<file path="src/rtl/l1c_pkg.sv">
package l1c_pkg;
    localparam int ST_W = 2;

    typedef enum logic [ST_W-1:0] {
        LS_INV = 2'd0,
        LS_SHR = 2'd1,
        LS_EXC = 2'd2,
        LS_MOD = 2'd3
    } line_st_e;

    typedef struct packed {
        logic hit;
        logic hitm;
        logic wb;
    } snp_flags_t;
endpackage

</file>
<file path="src/rtl/l1c_local_next.sv">
module l1c_local_next
    import l1c_pkg::*;
(
    input  line_st_e cur,
    input  logic     rd,
    input  logic     wr,
    input  logic     cacheable_n,
    input  logic     fill_en_n,
    input  logic     page_wt,
    input  logic     l2_wb,
    output line_st_e nxt
);
    logic may_fill;
    logic own_ok;

    // The access may allocate only when both active-low qualifiers are low.
    assign may_fill = !cacheable_n && !fill_en_n;
    // Exclusive ownership is allowed only with a write-back hint on a write-back page.
    assign own_ok   = !page_wt && l2_wb;

    always_comb begin
        nxt = cur;
        if (wr) begin
            // A write wins over a read in the same cycle.
            unique case (cur)
                LS_INV: nxt = LS_INV;                      // write-through, no allocate
                LS_SHR: nxt = own_ok ? LS_EXC : LS_SHR;    // write-once
                LS_EXC: nxt = LS_MOD;
                LS_MOD: nxt = LS_MOD;
            endcase
        end else if (rd) begin
            unique case (cur)
                LS_INV: begin
                    if (!may_fill)   nxt = LS_INV;
                    else if (own_ok) nxt = LS_EXC;
                    else             nxt = LS_SHR;
                end
                LS_SHR: nxt = LS_SHR;
                LS_EXC: nxt = LS_EXC;
                LS_MOD: nxt = LS_MOD;
            endcase
        end
    end
endmodule

</file>
<file path="src/rtl/l1c_snoop_next.sv">
module l1c_snoop_next
    import l1c_pkg::*;
(
    input  line_st_e   cur,
    input  logic       inv,
    output line_st_e   nxt,
    output snp_flags_t flg
);
    always_comb begin
        flg = '0;
        nxt = LS_INV;
        unique case (cur)
            LS_INV: begin
                nxt = LS_INV;
            end
            LS_SHR, LS_EXC: begin
                nxt     = inv ? LS_INV : LS_SHR;
                flg.hit = 1'b1;
            end
            LS_MOD: begin
                nxt      = inv ? LS_INV : LS_SHR;
                flg.hit  = 1'b1;
                flg.hitm = 1'b1;
                flg.wb   = 1'b1;
            end
        endcase
    end
endmodule

</file>
<file path="src/rtl/l1_line_coherence.sv">
module l1_line_coherence
    import l1c_pkg::*;
(
    input  logic            clk,
    input  logic            rst_n,
    input  logic            rd_req,
    input  logic            wr_req,
    input  logic            snp_req,
    input  logic            snp_inv,
    input  logic            cacheable_n,
    input  logic            fill_en_n,
    input  logic            page_wt,
    input  logic            l2_wb,
    output logic [ST_W-1:0] line_state,
    output logic            snp_hit,
    output logic            snp_hitm,
    output logic            wb_req
);
    line_st_e   state_q;
    line_st_e   loc_nxt;
    line_st_e   snp_nxt;
    line_st_e   state_d;
    snp_flags_t snp_flg;
    snp_flags_t flg_q;

    l1c_local_next u_local (
        .cur         (state_q),
        .rd          (rd_req),
        .wr          (wr_req),
        .cacheable_n (cacheable_n),
        .fill_en_n   (fill_en_n),
        .page_wt     (page_wt),
        .l2_wb       (l2_wb),
        .nxt         (loc_nxt)
    );

    l1c_snoop_next u_snoop (
        .cur (state_q),
        .inv (snp_inv),
        .nxt (snp_nxt),
        .flg (snp_flg)
    );

    // A snoop overrides any local access in the same cycle.
    always_comb begin
        if (snp_req)               state_d = snp_nxt;
        else if (rd_req || wr_req) state_d = loc_nxt;
        else                       state_d = state_q;
    end

    // State register.
    always_ff @(posedge clk) begin
        if (!rst_n) state_q <= LS_INV;
        else        state_q <= state_d;
    end

    // Output register: the flags hold for one cycle after a snoop.
    always_ff @(posedge clk) begin
        if (!rst_n)       flg_q <= '0;
        else if (snp_req) flg_q <= snp_flg;
        else              flg_q <= '0;
    end

    assign line_state = state_q;
    assign snp_hit    = flg_q.hit;
    assign snp_hitm   = flg_q.hitm;
    assign wb_req     = flg_q.wb;

    p_hitm_needs_hit_r10: assert property (@(posedge clk) disable iff (!rst_n)
        snp_hitm |-> (snp_hit && wb_req));

    p_flags_clear_r10: assert property (@(posedge clk) disable iff (!rst_n)
        !snp_req |=> (!snp_hit && !snp_hitm && !wb_req));

    p_mod_snoop_wb_r10: assert property (@(posedge clk) disable iff (!rst_n)
        (snp_req && state_q == LS_MOD) |=> wb_req);

    p_snoop_kill_r9: assert property (@(posedge clk) disable iff (!rst_n)
        (snp_req && snp_inv) |=> (line_state == 2'd0));

    p_snoop_share_r9: assert property (@(posedge clk) disable iff (!rst_n)
        (snp_req && !snp_inv && state_q != LS_INV) |=> (line_state == 2'd1));

    p_write_dirty_r6: assert property (@(posedge clk) disable iff (!rst_n)
        (!snp_req && wr_req && (state_q == LS_EXC || state_q == LS_MOD)) |=> (line_state == 2'd3));

    p_write_miss_r8: assert property (@(posedge clk) disable iff (!rst_n)
        (!snp_req && wr_req && state_q == LS_INV) |=> (line_state == 2'd0));

    p_no_fill_r5: assert property (@(posedge clk) disable iff (!rst_n)
        (!snp_req && !wr_req && rd_req && state_q == LS_INV && (cacheable_n || fill_en_n))
            |=> (line_state == 2'd0));

    p_read_hit_r2: assert property (@(posedge clk) disable iff (!rst_n)
        (!snp_req && !wr_req && rd_req && state_q != LS_INV) |=> $stable(line_state));
endmodule

</file>
<file path="config.mk">
export PLATFORM = sky130hd
export DESIGN_NAME = l1_line_coherence
export DESIGN_NICKNAME = d
export VERILOG_FILES = /design/src/rtl/l1c_pkg.sv /design/src/rtl/l1c_local_next.sv /design/src/rtl/l1c_snoop_next.sv /design/src/rtl/l1_line_coherence.sv
export SDC_FILE = /design/constraint.sdc
export NUM_CORES = 1
export LEC_CHECK = 0
export BUFFER_PORTS_ARGS = -buffer_cell sky130_fd_sc_hd__buf_2
export CAP_MARGIN = 20
export CORE_AREA = 8 8 45 47
export CTS_CLUSTER_SIZE = 16
export DETAILED_ROUTE_END_ITERATION = 10
export DIE_AREA = 0 0 53 55
export GPL_TIMING_DRIVEN = 1
export PLACE_DENSITY = 0.39
export SLEW_MARGIN = 20
export SYNTH_ARGS = -nofsm -noshare
export SYNTH_HDL_FRONTEND = slang
export SYNTH_SLANG_ARGS = --single-unit
</file>
<file path="constraint.sdc">
create_clock -name clk -period 1.7 [get_ports clk]
set_input_delay 0.34 -clock clk [delete_from_list [all_inputs] [get_ports clk]]
set_output_delay 0.34 -clock clk [all_outputs]
set_load 0.1 [all_outputs]
</file>
Word-level counts from Yosys, hierarchy flattened

Index checks and enable logic that the tools add are counted.

Bits in registers: 5
Input port bits: 10
Logic and storage cells: 32

Equality and inequality tests: 3
Multiplexer cells: 12
Reduce and logical (&&, ||, !) cells: 13

Operators by type and width:

| kind                 | count |
|---|---|
| $mux W2              | 7 |
| $pmux W2 S4          | 1 |
| $pmux W2 S3          | 1 |
| $eq A2 B2 Y1 const B | 2 |
| $pmux W2 S2          | 1 |
| $reduce_and A2 Y1    | 2 |
| $logic_not A1 Y1     | 3 |
| $reduce_bool A3 Y1   | 1 |
| $reduce_or A3 Y1     | 1 |
| $eq A2 B1 Y1 const B | 1 |
| $logic_and A1 B1 Y1  | 2 |
| $logic_not A2 Y1     | 1 |
| $mux W1              | 2 |
| $reduce_bool A2 Y1   | 1 |
| $reduce_or A2 Y1     | 1 |
| $logic_or A1 B1 Y1   | 1 |

Depth between registers and ports, before layout

Depth in word-level cells: 9
Mapped depth: 4
Gate-level depth less buffers: 3

Modules after synthesis

From an unflattened synthesis, not the netlist that was laid out.

Cells, all modules: 31
Area, all modules: 297.8 um^2

Modules (own cells, without submodules):

| module            | instances | cells each | area each (um^2) | sequential area each (um^2) |
|---|---|---|---|---|
| l1_line_coherence | 1         | 16         | 192.7            | 100.1 |
| l1c_local_next    | 1         | 9          | 62.6             | 0.0 |
| l1c_snoop_next    | 1         | 6          | 42.5             | 0.0 |

Worst setup path before layout

OpenSTA, ideal clock, no wires.

Path type: register to register
From: register state_q[0], in the netlist line_state[0]
To: register state_q[1], in the netlist line_state[1]
Setup time: 0.096 ns
Arrival time: 1.644 ns
Data required time: 1.604 ns
Setup slack: -0.041 ns
Cell stages (with the launch flop): 5
Buffers on the path: 1
Period minus slack after synthesis: 1.741 ns
Cells stage by stage: dfxtp_1 > buf_2 > nand4b_1 > o311a_1 > nor4b_1

Word-level cells in the longest chain between the ends: 6
Elaborated cells between the ends (all ways): 11
Classes of those cells: eq/ne (3); mux (6); reduce/logical (2)

RTL lines:

| item                                            | line                                       | source |
|---|---|---|
| start: declaration                              | l1_line_coherence.sv:19                    | `line_st_e state_q;` |
| start signal: assignment                        | l1_line_coherence.sv:54                    | `else state_q <= state_d;` |
| $eq A2 B2 Y1, or another cell as far along      | l1c_local_next.sv:25, l1c_local_next.sv:32 |  |
| $pmux W2 S4 or $reduce_or A2 Y1 (tied branches) | -                                          |  |
| $mux W2 or $pmux W2 S3 (tied branches)          | l1c_local_next.sv:31, l1c_local_next.sv:25 |  |
| $mux W2 (*)                                     | l1c_local_next.sv:23                       | `if (wr) begin` |
| $mux W2 (*)                                     | l1_line_coherence.sv:47                    | `else if (rd_req \|\| wr_req) state_d = loc_nxt;` |
| $mux W2 (*)                                     | l1_line_coherence.sv:46                    | `if (snp_req) state_d = snp_nxt;` |

Every way passes the cells marked *; elsewhere a longest branch is shown, timed or not. The select of a mux whose other input is x is not followed.
A chain may end at the register's enable or synchronous reset.

Final worst setup path

From: register state_q[1], in the netlist line_state[1]
To: output line_state[1]

RTL lines:

| item             | line                    | source |
|---|---|---|
| end: declaration | l1_line_coherence.sv:14 | `output logic [ST_W-1:0] line_state,` |

No word-level cell between the ends.

==> qor.txt <==
outcome -> finished, final reports clean
GRT Util Overall -> 5.950%
Synth Warn # -> 0
Crit-path slowest cell -> buf_2
leading area contributor after synthesis -> dfxtp_1
WP data required -> 1.36 ns
Residual DRC -> 0
post-route minimum period -> 1.497 ns
Root Buffer -> clkbuf_4
Worst setup EP type -> primary output
unrepaired setup endpoints after global routing -> false
IO buf count -> 14
synthesized area -> 231.5 um^2
fin util -> 24.05%
routability congestion estimate -> 0.8053
Crit path largest cell delay -> 0.48 ns
first-pass GRT wire length -> 1.200 mm
initial drt markers -> 3
EDFF count, synth -> 0
# IOs -> 15
Hold Vio Cnt, Final -> 0
vias in the first global route -> 289
post_cts resized -> 0
drt first pass iters -> 4
dominant synthesized flop cell -> dfxtp_1
peak supply drop -> 200.3 uV
buffer and inverter count on the worst path -> 1
count leader, synth -> dfxtp_1
FFs w/ async S/R, synth -> 0%
Final setup viols -> 0
Max Slew Vio Count -> 0
largest net degree at the start of global routing -> 10
clk sinks -> 4
total wire length -> 707 um
crit-path cells -> buf_2
Overall Power -> 294.2 uW
synth unique cells -> 17
PwrDens -> 884.0 mW/mm^2
DRT antenna net count -> 0
worst skew pair latency -> 0.23 ns
Setup CP Type -> register to primary output
fraction of layout cells with a size suffix above 1 -> 47.50%
Clock Pin Slew Worst Setup and Hold Paths -> 0.04 ns
critical path arrival -> 1.16 ns
initial antenna violation count -> 0
CP Launch Point -> line_state[1]
Slew Limit Headroom -> 67.69%
Synth top area share -> 34.59%
CP delay by family, top -> buffers and inverters
HP Class -> input port to register
hold buffers post-CTS -> 0
GRT overflow -> 0
final instance area -> 332.8 um^2
WL/cell -> 12.63 um
Starting Density -> 16.73%
min-delay src -> snp_req
setup skew after layout -> 0.002235 ns
Die ar. -> 0.002915 mm^2
Placeable Area -> 0.001384 mm^2
Area Growth Syn to Fin -> 43.78%
post-synthesis sequential area ratio -> 34.59%
area occupied by multi-input gates -> 131.4 um^2
vias per cell -> 4.536
Post-Route Setup TNS -> 0 ns
clock tree buffer depth -> 2
Die Wd -> 53 um
worst slew pin tran -> 0.4880 ns
num rows -> 14
#FFs+latches synth -> 4
Crit Path Max Fanout -> 8
final period utilization -> 88.05%
clock buffers created by TritonCTS -> 3
FMAX -> 668.1 MHz
LEAKAGE -> 0.0001596 uW
Fillers -> 161
Area after DPL -> 310.3 um^2
Vert. Die Dim -> 55 um
Post-Syn Nets -> 35
Reg-to-Reg Start -> line_state[1]
Antenna diodes -> 0
max-cap violations -> 0
ranking of synthesized cells by area -> dfxtp_1 35%, a221oi_1 7.6%, nor4b_1 7.6%, nand2b_1 5.4%, nor4_1 5.4%
Final #Nets -> 52
CTS tree -> yes
routed via count -> 254
register area -> 81.33 um^2
CP Launch Type -> register
Syn Inst Count -> 25
htree depth -> 1
Avg Inst Size Synth -> 9.259 um^2
Setup Buffers After CTS -> 0
## state kept, by name, indices dropped and copies added (netlist names)
| register | flops |
|---|---|
| wb_req | 1 |
| line_state | 2 |
| snp_hit | 1 |
## stage by stage
stage / instances / hold WS [ns] / worst slack, ns
after floorplan: 25 / 0.4163 / 0.003773
after global placement: 53 / 0.5761 / 0.4568
after detailed placement: 53 / 0.5788 / 0.4451
after CTS: 56 / 0.3613 / 0.1932
after global routing: 56 / 0.3824 / 0.1603
final: 56 / 0.3770 / 0.2032
## worst register-to-register path, delay by kind of cell (launching register included)
family | cells | cell delay [ns]
flip-flops | 1 | 0.37
AND/OR/NAND/NOR | 1 | 0.29
AO/OA/AOI/OAI | 2 | 0.35
## layout by cell type (no fill, tap or decap), drive strengths merged, types with 2 or more instances in the layout
cell type	count
a221oi	2
buf	14
clkbuf	3
dfxtp	4
inv	2
nand2b	2
nor4	2
nor4b	2
## routing by layer
metal | up-vias | routed length, um | GRT usage (%)
li1 | 130 | - | -
met1 | 112 | 343 | 6.212
met2 | 12 | 282 | 7.813
met3 | 0 | 81 | 2.674
met4 | 0 | 0 | 7.759
met5 | - | 0 | 0
## logic make-up after synthesis
kind of cell	share of synthesized area [%]
compound gates	25.41
buf+inv	8.649
flops	34.60
simple gates	31.35
## power breakdown
group	internal, uW	switching (uW)	total (uW)	leakage (uW)
clock	78.9	38.1	117	0.0000138
combinational	22.1	49.2	71.3	0.000113
sequential	99.0	6.89	106	0.0000330
total	200	94.2	294	0.000160
## final cells by class
class / instances / area share, %
Multi-Input combinational cell: 17 / 39.47
Tap cell: 16 / 6.015
Inverter: 2 / 2.256
Sequential cell: 4 / 24.44
Timing Repair Buffer: 14 / 21.05
Clock buffer: 3 / 6.767
## final timing paths
kind / slack [ns] / to / cells after the start
worst max register to register: 0.59 / line_state[0] / 3
worst min register to register: 0.58 / snp_hit / 1
worst min-delay path: 0.38 / line_state[1] / 2
worst max-delay path: 0.20 / line_state[1] / 1
Power figures use the tool's default switching activity.
